===== src/rtl/bank_xlate_pkg.sv =====
package bank_xlate_pkg;

  localparam int unsigned PROG_PAGE_BITS = 14;
  localparam int unsigned TILE_PAGE_BITS = 12;
  localparam int unsigned NT_PAGE_BITS   = 10;

  typedef enum logic [1:0] {
    NT_PAGE_LOW  = 2'd0,
    NT_PAGE_HIGH = 2'd1,
    NT_BY_BIT10  = 2'd2,
    NT_BY_BIT11  = 2'd3
  } nt_mode_e;

endpackage


===== src/rtl/bank_xlate_prog.sv =====
module bank_xlate_prog
  import bank_xlate_pkg::*;
#(
  parameter int unsigned BANK_W = 4,
  localparam int unsigned IN_W  = PROG_PAGE_BITS + 1,
  localparam int unsigned OUT_W = PROG_PAGE_BITS + BANK_W
) (
  input  logic [IN_W-1:0]   addr_i,
  input  logic              win16_i,
  input  logic              fix_last_i,
  input  logic [BANK_W-1:0] bank_i,
  output logic [OUT_W-1:0]  addr_o
);

  logic              region;
  logic [BANK_W-1:0] page;

  assign region = addr_i[PROG_PAGE_BITS];

  always_comb begin
    if (!win16_i) begin
      page = {bank_i[BANK_W-1:1], region};
    end else if (region == fix_last_i) begin
      page = {BANK_W{region}};
    end else begin
      page = bank_i;
    end
  end

  assign addr_o = {page, addr_i[PROG_PAGE_BITS-1:0]};

endmodule


===== src/rtl/bank_xlate_tile.sv =====
module bank_xlate_tile
  import bank_xlate_pkg::*;
#(
  parameter int unsigned BANK_W = 5,
  localparam int unsigned IN_W  = TILE_PAGE_BITS + 1,
  localparam int unsigned OUT_W = TILE_PAGE_BITS + BANK_W
) (
  input  logic [IN_W-1:0]   addr_i,
  input  logic              split_i,
  input  logic [BANK_W-1:0] bank0_i,
  input  logic [BANK_W-1:0] bank1_i,
  output logic [OUT_W-1:0]  addr_o
);

  logic              region;
  logic [BANK_W-1:0] page;

  assign region = addr_i[TILE_PAGE_BITS];

  always_comb begin
    if (split_i) begin
      page = region ? bank1_i : bank0_i;
    end else begin
      page = {bank0_i[BANK_W-1:1], region};
    end
  end

  assign addr_o = {page, addr_i[TILE_PAGE_BITS-1:0]};

endmodule


===== src/rtl/bank_xlate_nt.sv =====
module bank_xlate_nt
  import bank_xlate_pkg::*;
#(
  localparam int unsigned IN_W  = NT_PAGE_BITS + 2,
  localparam int unsigned OUT_W = NT_PAGE_BITS + 1
) (
  input  logic [IN_W-1:0]  addr_i,
  input  logic [1:0]       mode_i,
  output logic [OUT_W-1:0] addr_o
);

  nt_mode_e mode;
  logic     page;

  assign mode = nt_mode_e'(mode_i);

  always_comb begin
    unique case (mode)
      NT_PAGE_LOW:  page = 1'b0;
      NT_PAGE_HIGH: page = 1'b1;
      NT_BY_BIT10:  page = addr_i[NT_PAGE_BITS];
      NT_BY_BIT11:  page = addr_i[NT_PAGE_BITS+1];
      default:      page = 1'b0;
    endcase
  end

  assign addr_o = {page, addr_i[NT_PAGE_BITS-1:0]};

endmodule


===== src/rtl/bank_xlate.sv =====
module bank_xlate
  import bank_xlate_pkg::*;
#(
  parameter int unsigned PROG_BANK_W = 4,
  parameter int unsigned TILE_BANK_W = 5,
  localparam int unsigned CPU_W   = PROG_PAGE_BITS + 1,
  localparam int unsigned TILE_W  = TILE_PAGE_BITS + 1,
  localparam int unsigned NT_W    = NT_PAGE_BITS + 2,
  localparam int unsigned PROG_OW = PROG_PAGE_BITS + PROG_BANK_W,
  localparam int unsigned TILE_OW = TILE_PAGE_BITS + TILE_BANK_W,
  localparam int unsigned NT_OW   = NT_PAGE_BITS + 1
) (
  input  logic [CPU_W-1:0]       cpu_addr_i,
  input  logic [TILE_W-1:0]      tile_addr_i,
  input  logic [NT_W-1:0]        nt_addr_i,
  input  logic                   prog_win16_i,
  input  logic                   prog_fix_last_i,
  input  logic [PROG_BANK_W-1:0] prog_bank_i,
  input  logic                   tile_split_i,
  input  logic [TILE_BANK_W-1:0] tile_bank0_i,
  input  logic [TILE_BANK_W-1:0] tile_bank1_i,
  input  logic [1:0]             nt_mode_i,
  input  logic                   wram_block_i,
  output logic [PROG_OW-1:0]     prog_addr_o,
  output logic [TILE_OW-1:0]     tile_addr_o,
  output logic [NT_OW-1:0]       nt_addr_o,
  output logic                   wram_en_o
);

  bank_xlate_prog #(.BANK_W(PROG_BANK_W)) u_prog (
    .addr_i     (cpu_addr_i),
    .win16_i    (prog_win16_i),
    .fix_last_i (prog_fix_last_i),
    .bank_i     (prog_bank_i),
    .addr_o     (prog_addr_o)
  );

  bank_xlate_tile #(.BANK_W(TILE_BANK_W)) u_tile (
    .addr_i  (tile_addr_i),
    .split_i (tile_split_i),
    .bank0_i (tile_bank0_i),
    .bank1_i (tile_bank1_i),
    .addr_o  (tile_addr_o)
  );

  bank_xlate_nt u_nt (
    .addr_i (nt_addr_i),
    .mode_i (nt_mode_i),
    .addr_o (nt_addr_o)
  );

  assign wram_en_o = ~wram_block_i;

endmodule


===== config.mk =====
export PLATFORM = sky130hd
export DESIGN_NAME = bank_xlate
export DESIGN_NICKNAME = d
export VERILOG_FILES = /design/src/rtl/bank_xlate_pkg.sv /design/src/rtl/bank_xlate_prog.sv /design/src/rtl/bank_xlate_tile.sv /design/src/rtl/bank_xlate_nt.sv /design/src/rtl/bank_xlate.sv
export SDC_FILE = /design/constraint.sdc
export NUM_CORES = 1
export LEC_CHECK = 0
export BUFFER_PORTS_ARGS = -buffer_cell sky130_fd_sc_hd__buf_4
export CAP_MARGIN = 20
export CORE_ASPECT_RATIO = 0.8
export CORE_MARGIN = 3
export CORE_UTILIZATION = 25
export DETAILED_ROUTE_END_ITERATION = 7
export GPL_TIMING_DRIVEN = 0
export PLACE_DENSITY = 0.95
export SLEW_MARGIN = 40
export SYNTH_ARGS = -nofsm -noshare
export SYNTH_HDL_FRONTEND = slang
export SYNTH_SLANG_ARGS = --single-unit

===== constraint.sdc =====
create_clock -name vclk -period 1.6
set_input_delay 0.32 -clock vclk [all_inputs]
set_output_delay 0.32 -clock vclk [all_outputs]
set_load 0.01 [all_outputs]

======== After elaboration in Yosys (flattened, before gate mapping) ========
Index checks and enable logic that the tools add are counted.
storage, ports and cells
  flip-flop bits (word level) ............. 0
  latch bits .............................. 0
  RAM bits ................................ 0
  bits in read-only memories .............. 0
  bits of input ports ..................... 60
  output and inout bits ................... 47
  logic and storage cells ................. 11
  memories kept ........................... 0
operators by class
  add/subtract/negate cells ............... 0
  multiply operators ...................... 0
  div/mod/pow operators ................... 0
  magnitude comparators ................... 0
  equality and inequality tests ........... 4
  shift-type cells ........................ 0
  muxes and demuxes ....................... 5
  bitwise gates (word level) .............. 1
  reduce and logical (&&, ||, !) cells .... 1
operators with widths
  kind                                                              number
  5-bit two-way mux                                                 2
  4-bit two-way mux                                                 2
  2-bit == test (second input constant)                             2
  1-bit case mux with 4 select lines                                1
  2-bit by 1-bit == test with 1-bit output (second input constant)  1
  2-bit zero test                                                   1
  1-bit == test                                                     1
  1-bit NOT                                                         1

======== Longest topological paths before layout ========
Gate-level depths: netlist of run 1.
  depth after elaboration ................. 3
  mapped depth ............................ 3
  depth with buffers taken out ............ 2

======== Hierarchy ========
Synthesis of run 1 repeated with hierarchy kept, for this count alone.
second synthesis, totals
  cells, all modules ...................... 63
  area total of the unflattened synthesis .. 466.7 sq um
by module, submodules not included
  module           instances  cells each  area each (sq um)  seq. area each (sq um)
  bank_xlate_prog  1          28          193.9              0.0
  bank_xlate_tile  1          20          171.4              0.0
  bank_xlate_nt    1          14          97.6               0.0
  bank_xlate       1          1           3.8                0.0

======== Least setup slack after synthesis of run 1 ========
Ideal clock, no wire load.
  path kind ............................... in2out
  from .................................... in tile_addr_i[12]
  to ...................................... out tile_addr_o[13]
  arrival ................................. 0.761 ns
  required time ........................... 1.280 ns
  path slack .............................. 0.519 ns
  stages on the path ...................... 2
  buffers on the path ..................... 0
  path through ............................ nand2_2 mux2_4
between the ends
  cells in the longest elaborated chain, start to end .. 2
ends and longest elaborated chain
  element            RTL line               text
  from (decl)        bank_xlate.sv:14       input logic [TILE_W-1:0] tile_addr_i,
  5-bit two-way mux  bank_xlate_tile.sv:22  page = region ? bank1_i : bank0_i;
  5-bit two-way mux  bank_xlate_tile.sv:21  if (split_i) begin
  to (decl)          bank_xlate.sv:25       output logic [TILE_OW-1:0] tile_addr_o,
No other way between the ends.

======== Worst setup path in the final report of run 1 ========
  from .................................... in tile_addr_i[12]
  to ...................................... out tile_addr_o[15]
Same word-level chain as after synthesis.

==> results of run 1 <==
[metrics by stage]
step / cell area, um^2 / utilization (%)
final: 1020 / 60.6
after global routing: 1020 / 60.6
after CTS: 1020 / 60.6
after detailed placement: 1020 / 60.6
after global placement: 1020 / 60.6
after floorplan: 455 / -
[cells in the mapped netlist]
cell	number
mux2_4	4
nand2b_1	1
nor2b_2	1
a31oi_1	1
o2bb2ai_1	1
o22ai_1	3
nand2_2	1
buf_4	37
inv_1	6
o21ba_2	1
a21oi_1	6
[how the worst max path moves through the flow]
stage / start / endpoint / slack [ns] / cells past startpoint
after detailed placement: tile_addr_i[12] / tile_addr_o[15] / 0.24 / 4
after global placement: tile_addr_i[12] / tile_addr_o[16] / 0.25 / 4
final: tile_addr_i[12] / tile_addr_o[15] / 0.25 / 4
after floorplan: tile_addr_i[12] / tile_addr_o[13] / 0.52 / 2
after global routing: tile_addr_i[12] / tile_addr_o[16] / 0.21 / 4
after CTS: tile_addr_i[12] / tile_addr_o[15] / 0.24 / 4
[power by group]
| group | switching [mW] | leakage [nW] | internal (mW) |
|---|---|---|---|
| clock | 0 | 0 | 0 |
| sequential | 0 | 0 | 0 |
| combinational | 0.102 | 0.614 | 0.199 |
[cell families after synthesis]
group	Yosys count
buffers and inverters	43
AO/OA/AOI/OAI	12
multiplexers	4
AND/OR/NAND/NOR	3
[critical path, cell delays in order]
cell	delay, ns
buf_4	0.12
nand2_2	0.14
mux2_4	0.31
buf_4	0.14
[final cells by class]
class | count | area (um^2)
Buffer | 37 | 278
Fill cell | 137 | 659
Timing Repair Buffer | 71 | 533
Tap cell | 22 | 27.5
Multi-Input combinational cell | 19 | 155
Inverter | 6 | 22.5
[layer usage]
metal,track usage (%),vias up,part of all wire [%]
li1,-,308,-
met1,9.84,269,25
met2,27.8,42,62
met3,1.35,2,12
met4,1.02,0,0.69
met5,0,-,0
==> metrics.txt, run 1 <==
Post-Place Worst Slack=approximately 0.24 ns; CORE AREA=0.00168 mm^2; Post-DP HPWL=1620 um; Hold/Removal Path Class=input pin to primary output; Synth top area share=61.0%; ratio of cells with drive above 1 in the final layout=between 80% and 90%; setup bufs post-CTS=0; post-route worst setup slack=roughly 0.25 ns; Netlist cell types=11; hold_sp=tile_addr_i[2]; Antenna Cells=0; multiplexer share of the synthesized area=between 10% and 20%; # setup viols final=0; number of global-route vias before repair=547; DR vias/cell=roughly 4; detailed-route DRC error count=0; Initial Utilization=27.2%; maximum VDD drop=0.000173 V; Worst-Margin Slew=approximately 0.16 ns; CP required=1.28 ns; XOR/XNOR Fraction of Synth Area=0%; Setup CP Type=input pin to primary output; compound-cell area share of the yosys netlist=around 16%; Setup crit start kind=input pin; Slew Viols, Final=0; via count=621; Seq Cell Count=0; overall routing resource usage=11.7%; Die Area=between 0.002 and 0.0025 mm^2; post-CTS sizing=0; CP endpoint kind=primary output; Max Cap Violations=0; Overall Power=0.302 mW; Final min period=1.35 ns; worst hold margin=0.816 ns; yosys warns=0; post-synthesis cell area=455 um^2; clock buffers=0; antenna violations before repair=0; RSZ-0062 raised after global routing=no; register area share after synthesis=0%; setup TNS=0 ns; crit path DAT=between 1 and 1.5 ns; Leak Pwr=~0.6 nW; grt total ovfl=0; critical path fanouts, max=5; Power Density=between 200 and 300 mW/mm^2; most frequent cells in the layout=buf_4, a21oi_1, inv_1, mux2_4, o22ai_1; largest family of logic cells by synthesized area=buffers and inverters; Synth Area in Adders=0%; row cnt=13; Synth Area in Simple Gates=between 4 and 5%; Cells after DPL=about 160; ranking of synthesized cells by area=buf_4, mux2_4, a21oi_1, inv_1, o22ai_1; Routed WL=between 1500 and 2000 um; DRT Pass-1 Iters=2; Cells after Synth=between 60 and 70; hold path depth=2; CTS Hold Bufs=0; hold endpoint=tile_addr_o[2]; RePlAce Congestion=0.698; area delta synth->final=123%; Avg Inst Size Synth=around 7.3 um^2; sequential cell area=0 um^2; final period utilization=~85%; pin count of the biggest net entering global routing=7; PortBufs=between 70 and 80; die width=between 50 and 60 um; commonest non-fill, non-tap cell in the layout=buf_4; Iter 0 DRT Violations=2; Fmax=739 MHz; status=finished clean; non-filler cells, final=around 160; DRT antenna net count=0; DR WL/cell=11.1 um; Ports=around 110; Final #Nets=195; max_slew headroom=between 80 and 90%; Final Hold Violating Endpoints=0; cell taking the most area after synthesis=buf_4; first-pass GRT wire length=roughly 2200 um; Syn Nets=122; die height=between 40 and 50 um
No activity file was read; power rests on OpenSTA's default activity.
==> run 2: changes to the inputs <==
--- a/config.mk
+++ b/config.mk
@@ -5,14 +5,15 @@
 export SDC_FILE = /design/constraint.sdc
 export NUM_CORES = 1
 export LEC_CHECK = 0
+export ABC_AREA = 1
 export BUFFER_PORTS_ARGS = -buffer_cell sky130_fd_sc_hd__buf_4
 export CAP_MARGIN = 20
 export CORE_ASPECT_RATIO = 0.8
 export CORE_MARGIN = 3
-export CORE_UTILIZATION = 25
+export CORE_UTILIZATION = 24
 export DETAILED_ROUTE_END_ITERATION = 7
 export GPL_TIMING_DRIVEN = 0
-export PLACE_DENSITY = 0.95
+export PLACE_DENSITY = 0.92
 export SLEW_MARGIN = 40
 export SYNTH_ARGS = -nofsm -noshare
 export SYNTH_HDL_FRONTEND = slang
==> constraint.sdc (replaced) <==
create_clock -name vclk -period 1.4
set_input_delay 0.28 -clock vclk [all_inputs]
set_output_delay 0.28 -clock vclk [all_outputs]
set_load 0.01 [all_outputs]
==> metrics.txt, run 2 <==
hold_sp=cpu_addr_i[0]; CORE AREA=roughly 0.0017 mm^2; Synth top area share=roughly three fifths; critical path fanouts, max=1; Die Area=around 0.0024 mm^2; DRT antenna net count=0; area delta synth->final=124%; Power Density=around 330 mW/mm^2; setup TNS=0 ns; Final min period=between 1 and 1.5 ns; Leak Pwr=approximately 0.66 nW; fillers=between 150 and 200; Cells after Synth=80; RePlAce Congestion=between 0.8 and 0.9; sequential cell area=0 um^2; met3 Use GR=less than 1%; die width=~55 um; CP required=roughly 1.1 ns; via count=659; Setup crit start kind=input pin; die height=44.9 um; commonest non-fill, non-tap cell in the layout=buf_4; overall routing resource usage=11.8%; DR vias/cell=between 3 and 4; Worst setup startpoint=nt_addr_i[11]; Seq Cell Count=0; post-synthesis cell area=about 450 um^2; setup bufs post-CTS=0; post-CTS sizing=0; Fmax=between 800 and 900 MHz; pin count of the biggest net entering global routing=7; met1 Resource Use GR=12.7%; Overall Power=0.335 mW; most frequent cells in the layout=buf_4, nand2_1, inv_1, nand3_1, o21ai_0; max_slew headroom=~90%; clock buffers=0; number of global-route vias before repair=roughly 580; top post-synthesis cells by count=buf_4, nand2_1, inv_1; grt peak-use layer=met2; CP endpoint kind=primary output; CTS Hold Bufs=0; Worst-Margin Slew=between 0.1 and 0.15 ns; Hold/Removal Path Class=input pin to primary output; RSZ-0062 raised after global routing=no; most instantiated library cell after synthesis=buf_4; crit path DAT=approximately 0.9 ns; grt total ovfl=0; DR WL/cell=roughly 10 um; ratio of cells with drive above 1 in the final layout=72.2%; row cnt=13; Syn Nets=between 100 and 150; maximum VDD drop=0.000159 V; final period utilization=between 80% and 90%; detailed-route DRC error count=0; DRT Pass-1 Iters=3; first-pass GRT wire length=2280 um; status=finished clean; Final #Nets=between 200 and 250; GRT met2 Usage=about a quarter; Avg Inst Size Synth=5.66 um^2; ranking of synthesized cells by area=buf_4, nand2_1, inv_1, nand3_1, o21ai_0; # setup viols final=0; antenna violations before repair=0; Netlist cell types=8; post-route worst setup slack=about 0.24 ns; Initial Utilization=roughly a quarter; Routed WL=about 1700 um; Post-Place Worst Slack=0.251 ns; Max Cap Violations=0; Antenna Cells=0; yosys warns=0; PortBufs=71; cell taking the most area after synthesis=buf_4; register area share after synthesis=0%; Slew Viols, Final=0; Final Hold Violating Endpoints=0; Post-DP HPWL=roughly 1600 um; Setup CP Type=input pin to primary output; Ports=about 110; Iter 0 DRT Violations=3
[run 2: changes by cell type in the layout (fill, tap and decap cells not counted), moves of 3 or more]
cell and delta:
o21ai_0 +3, mux2_4 -4, o22ai_1 -3, inv_1 +4, a21oi_1 -6, nand2_1 +21, nand3_1 +5
[run 2: final timing paths]
check                             to  slack [ns]  cells after the start
worst min-delay path  prog_addr_o[0]        0.74                      2
worst max-delay path   nt_addr_o[10]        0.24                      5
[run 2: cells by family (layout without fill, tap and decap cells)]
family                 Yosys count  count (layout)  share of synthesized area, %
AO/OA/AOI/OAI                    4               4                          4.42
buffers and inverters           47             118                          69.6
AND/OR/NAND/NOR                 29              29                          26.0
[run 2: per-layer routing]
layer,up-vias,share of wire (%)
met2,35,64
met4,0,0
met3,0,6.7
met1,280,29
met5,-,0
li1,344,-
[run 2: cell type report]
type	instances	area (um^2)	area share [%]
inverter	10	37.5	3.70
tap	22	27.5	2.72
multi-input combinational	33	138	13.6
timing repair buffer	71	533	52.6
buffer	37	278	27.4
[run 2: where the power goes]
| part | internal [mW] | switching (mW) |
|---|---|---|
| sequential | 0 | 0 |
| clock | 0 | 0 |
| combinational | 0.215 | 0.121 |
[run 2: critical path, cell delays in order]
cell and delay, ns:
buf_4 0.10, o21ai_0 0.16, nand2_1 0.07, buf_4 0.13, buf_4 0.13
[run 2: through the flow]
stage | instances | area, um^2 | hold slack (ns) | utilization [%]
after floorplan | 80 | 453 | 0.604 | -
after global placement | 173 | 1010 | 0.737 | 59.3
after detailed placement | 173 | 1010 | 0.738 | 59.3
after CTS | 173 | 1010 | 0.737 | 59.3
after global routing | 173 | 1010 | 0.742 | 59.3
final | 173 | 1010 | 0.736 | 59.3
==> run 3: changes to the inputs <==
--- a/config.mk
+++ b/config.mk
@@ -5,7 +5,7 @@
 export SDC_FILE = /design/constraint.sdc
 export NUM_CORES = 1
 export LEC_CHECK = 0
-export ABC_AREA = 1
+export ABC_AREA = 0
 export BUFFER_PORTS_ARGS = -buffer_cell sky130_fd_sc_hd__buf_4
 export CAP_MARGIN = 20
 export CORE_ASPECT_RATIO = 0.8
@@ -13,7 +13,7 @@
 export CORE_UTILIZATION = 24
 export DETAILED_ROUTE_END_ITERATION = 7
 export GPL_TIMING_DRIVEN = 0
-export PLACE_DENSITY = 0.92
+export PLACE_DENSITY = 0.91
 export SLEW_MARGIN = 40
 export SYNTH_ARGS = -nofsm -noshare
 export SYNTH_HDL_FRONTEND = slang
==> constraint.sdc (replaced) <==
create_clock -name vclk -period 1.1
set_input_delay 0.22 -clock vclk [all_inputs]
set_output_delay 0.22 -clock vclk [all_outputs]
set_load 0.01 [all_outputs]
==> metrics.txt, run 3 (same netlist as run 1, synthesis figures left out) <==
status=finished clean; # setup viols final=0; RePlAce Congestion=approximately 0.63; RSZ-0062 raised after global routing=no; switching power=around 0.15 mW; commonest non-fill, non-tap cell in the layout=buf_4; DRT Pass-1 Iters=4; sequential cell area=0 um^2; Die Area=about 0.0025 mm^2; Max Cap Violations=0; Routed WL=between 1500 and 2000 um; hold path depth=2; area delta synth->final=129%; Setup CP Type=input pin to primary output; antenna violations before repair=0; Initial Utilization=roughly a quarter; post-route worst setup slack=roughly 0.022 ns; Antenna Cells=0; GRT met2 Usage=28.5%; maximum VDD drop=0.000291 V; clock power share=0%; Seq pwr share=0%; fillers=between 100 and 150; CORE AREA=roughly 0.0017 mm^2; Final Hold Violating Endpoints=0; pin count of the biggest net entering global routing=7; detailed-route DRC error count=0; number of global-route vias before repair=roughly 580; Final #Nets=about 200; hold_sp=tile_addr_i[10]; Post-DP HPWL=between 1500 and 2000 um; CP required=between 0.8 and 0.9 ns; DR WL/cell=about 11 um; max_slew headroom=90.9%; Leak Pwr=about 0.63 nW; Fmax=~930 MHz; Worst-Margin Slew=0.137 ns; Final min period=1.08 ns; worst hold margin=slightly above 0.6 ns; critical path fanouts, max=5; Power Density=around 440 mW/mm^2; post-route cell area=0.00104 mm^2; Worst setup startpoint=tile_split_i; final period utilization=approximately 100%; crit path DAT=0.86 ns; Multi-input gate area=between 150 and 200 um^2; overall routing resource usage=between 10 and 15%; met3 Use GR=less than 1%; grt peak-use layer=met2; DRT antenna net count=0; switching share of power=between 30 and 40%; die width=54.7 um; via count=roughly 620; grt total ovfl=0; Ports=107; Iter 0 DRT Violations=3; Post-Place Worst Slack=-0.0735 ns; die height=45.0 um; first-pass GRT wire length=approximately 2300 um; Comb pwr share=100.0%; most frequent cells in the layout=buf_4, a21oi_1, inv_1, buf_6, mux2_4; clock buffers=0; setup bufs post-CTS=0; met1 Resource Use GR=11.5%; Slew Viols, Final=0; Setup crit start kind=input pin; setup TNS=0 ns; placed cell areas=between 0.001 and 0.0015 mm^2; row cnt=13; CP endpoint kind=primary output; DR vias/cell=between 3 and 4; Seq Cell Count=0; Int Pwr=roughly 0.30 mW; PortBufs=71; Hold/Removal Path Class=input pin to primary output; ratio of cells with drive above 1 in the final layout=86.5%
[run 3: changes by cell type in the layout (fill, tap and decap cells not counted), moves of 2 or more]
cell	before	now
buf_4	108	102
a21oi_1	0	6
buf_6	0	6
o21ai_0	3	0
o22ai_1	0	3
nand3_1	5	0
inv_1	10	6
nor2_1	2	0
nand2_1	21	0
mux2_4	0	4
[run 3: metal layers]
layer / up-vias / part of all wire (%)
met3: 0 / 9.6
li1: 307 / -
met2: 39 / 61
met4: 0 / 0
met1: 271 / 29
met5: - / 0
[run 3: timing repair]
action / CTS / global route
resized for setup: 7 / 0
setup endpoints to repair: 4 / 0
hold buffers: 0 / 0
[run 3: critical path, cell delays in order]
cell     delay, ns
buf_6         0.10
nand2_4       0.10
mux2_4        0.32
buf_6         0.12
[run 3: power groups by stage]
stage	clock network, mW	registers (mW)	logic (mW)
after global routing	0	0	0.488
final	0	0	0.454
after global placement	0	0	0.435
after floorplan	0	0	0.211
after detailed placement	0	0	0.446
after CTS	0	0	0.460
[run 3: area by class of cell]
cell class,count,share of cell area (%)
plain buffers,37,26.6
inverters,6,2.16
multi-input cells,19,15.3
well taps,22,2.64
repair buffers,71,53.2
[run 3: final timing paths]
kind | endpoint | slack, ns
worst max-delay path | tile_addr_o[13] | 0.02
worst min-delay path | tile_addr_o[10] | 0.62
[run 3: stage by stage]
step                power, mW  util, %  std cells
floorplan               0.211        -         62
global placement        0.435     59.5        155
detailed placement      0.446     59.5        155
CTS                     0.460     61.1        155
global route            0.488     61.1        155
finish                  0.454     61.1        155
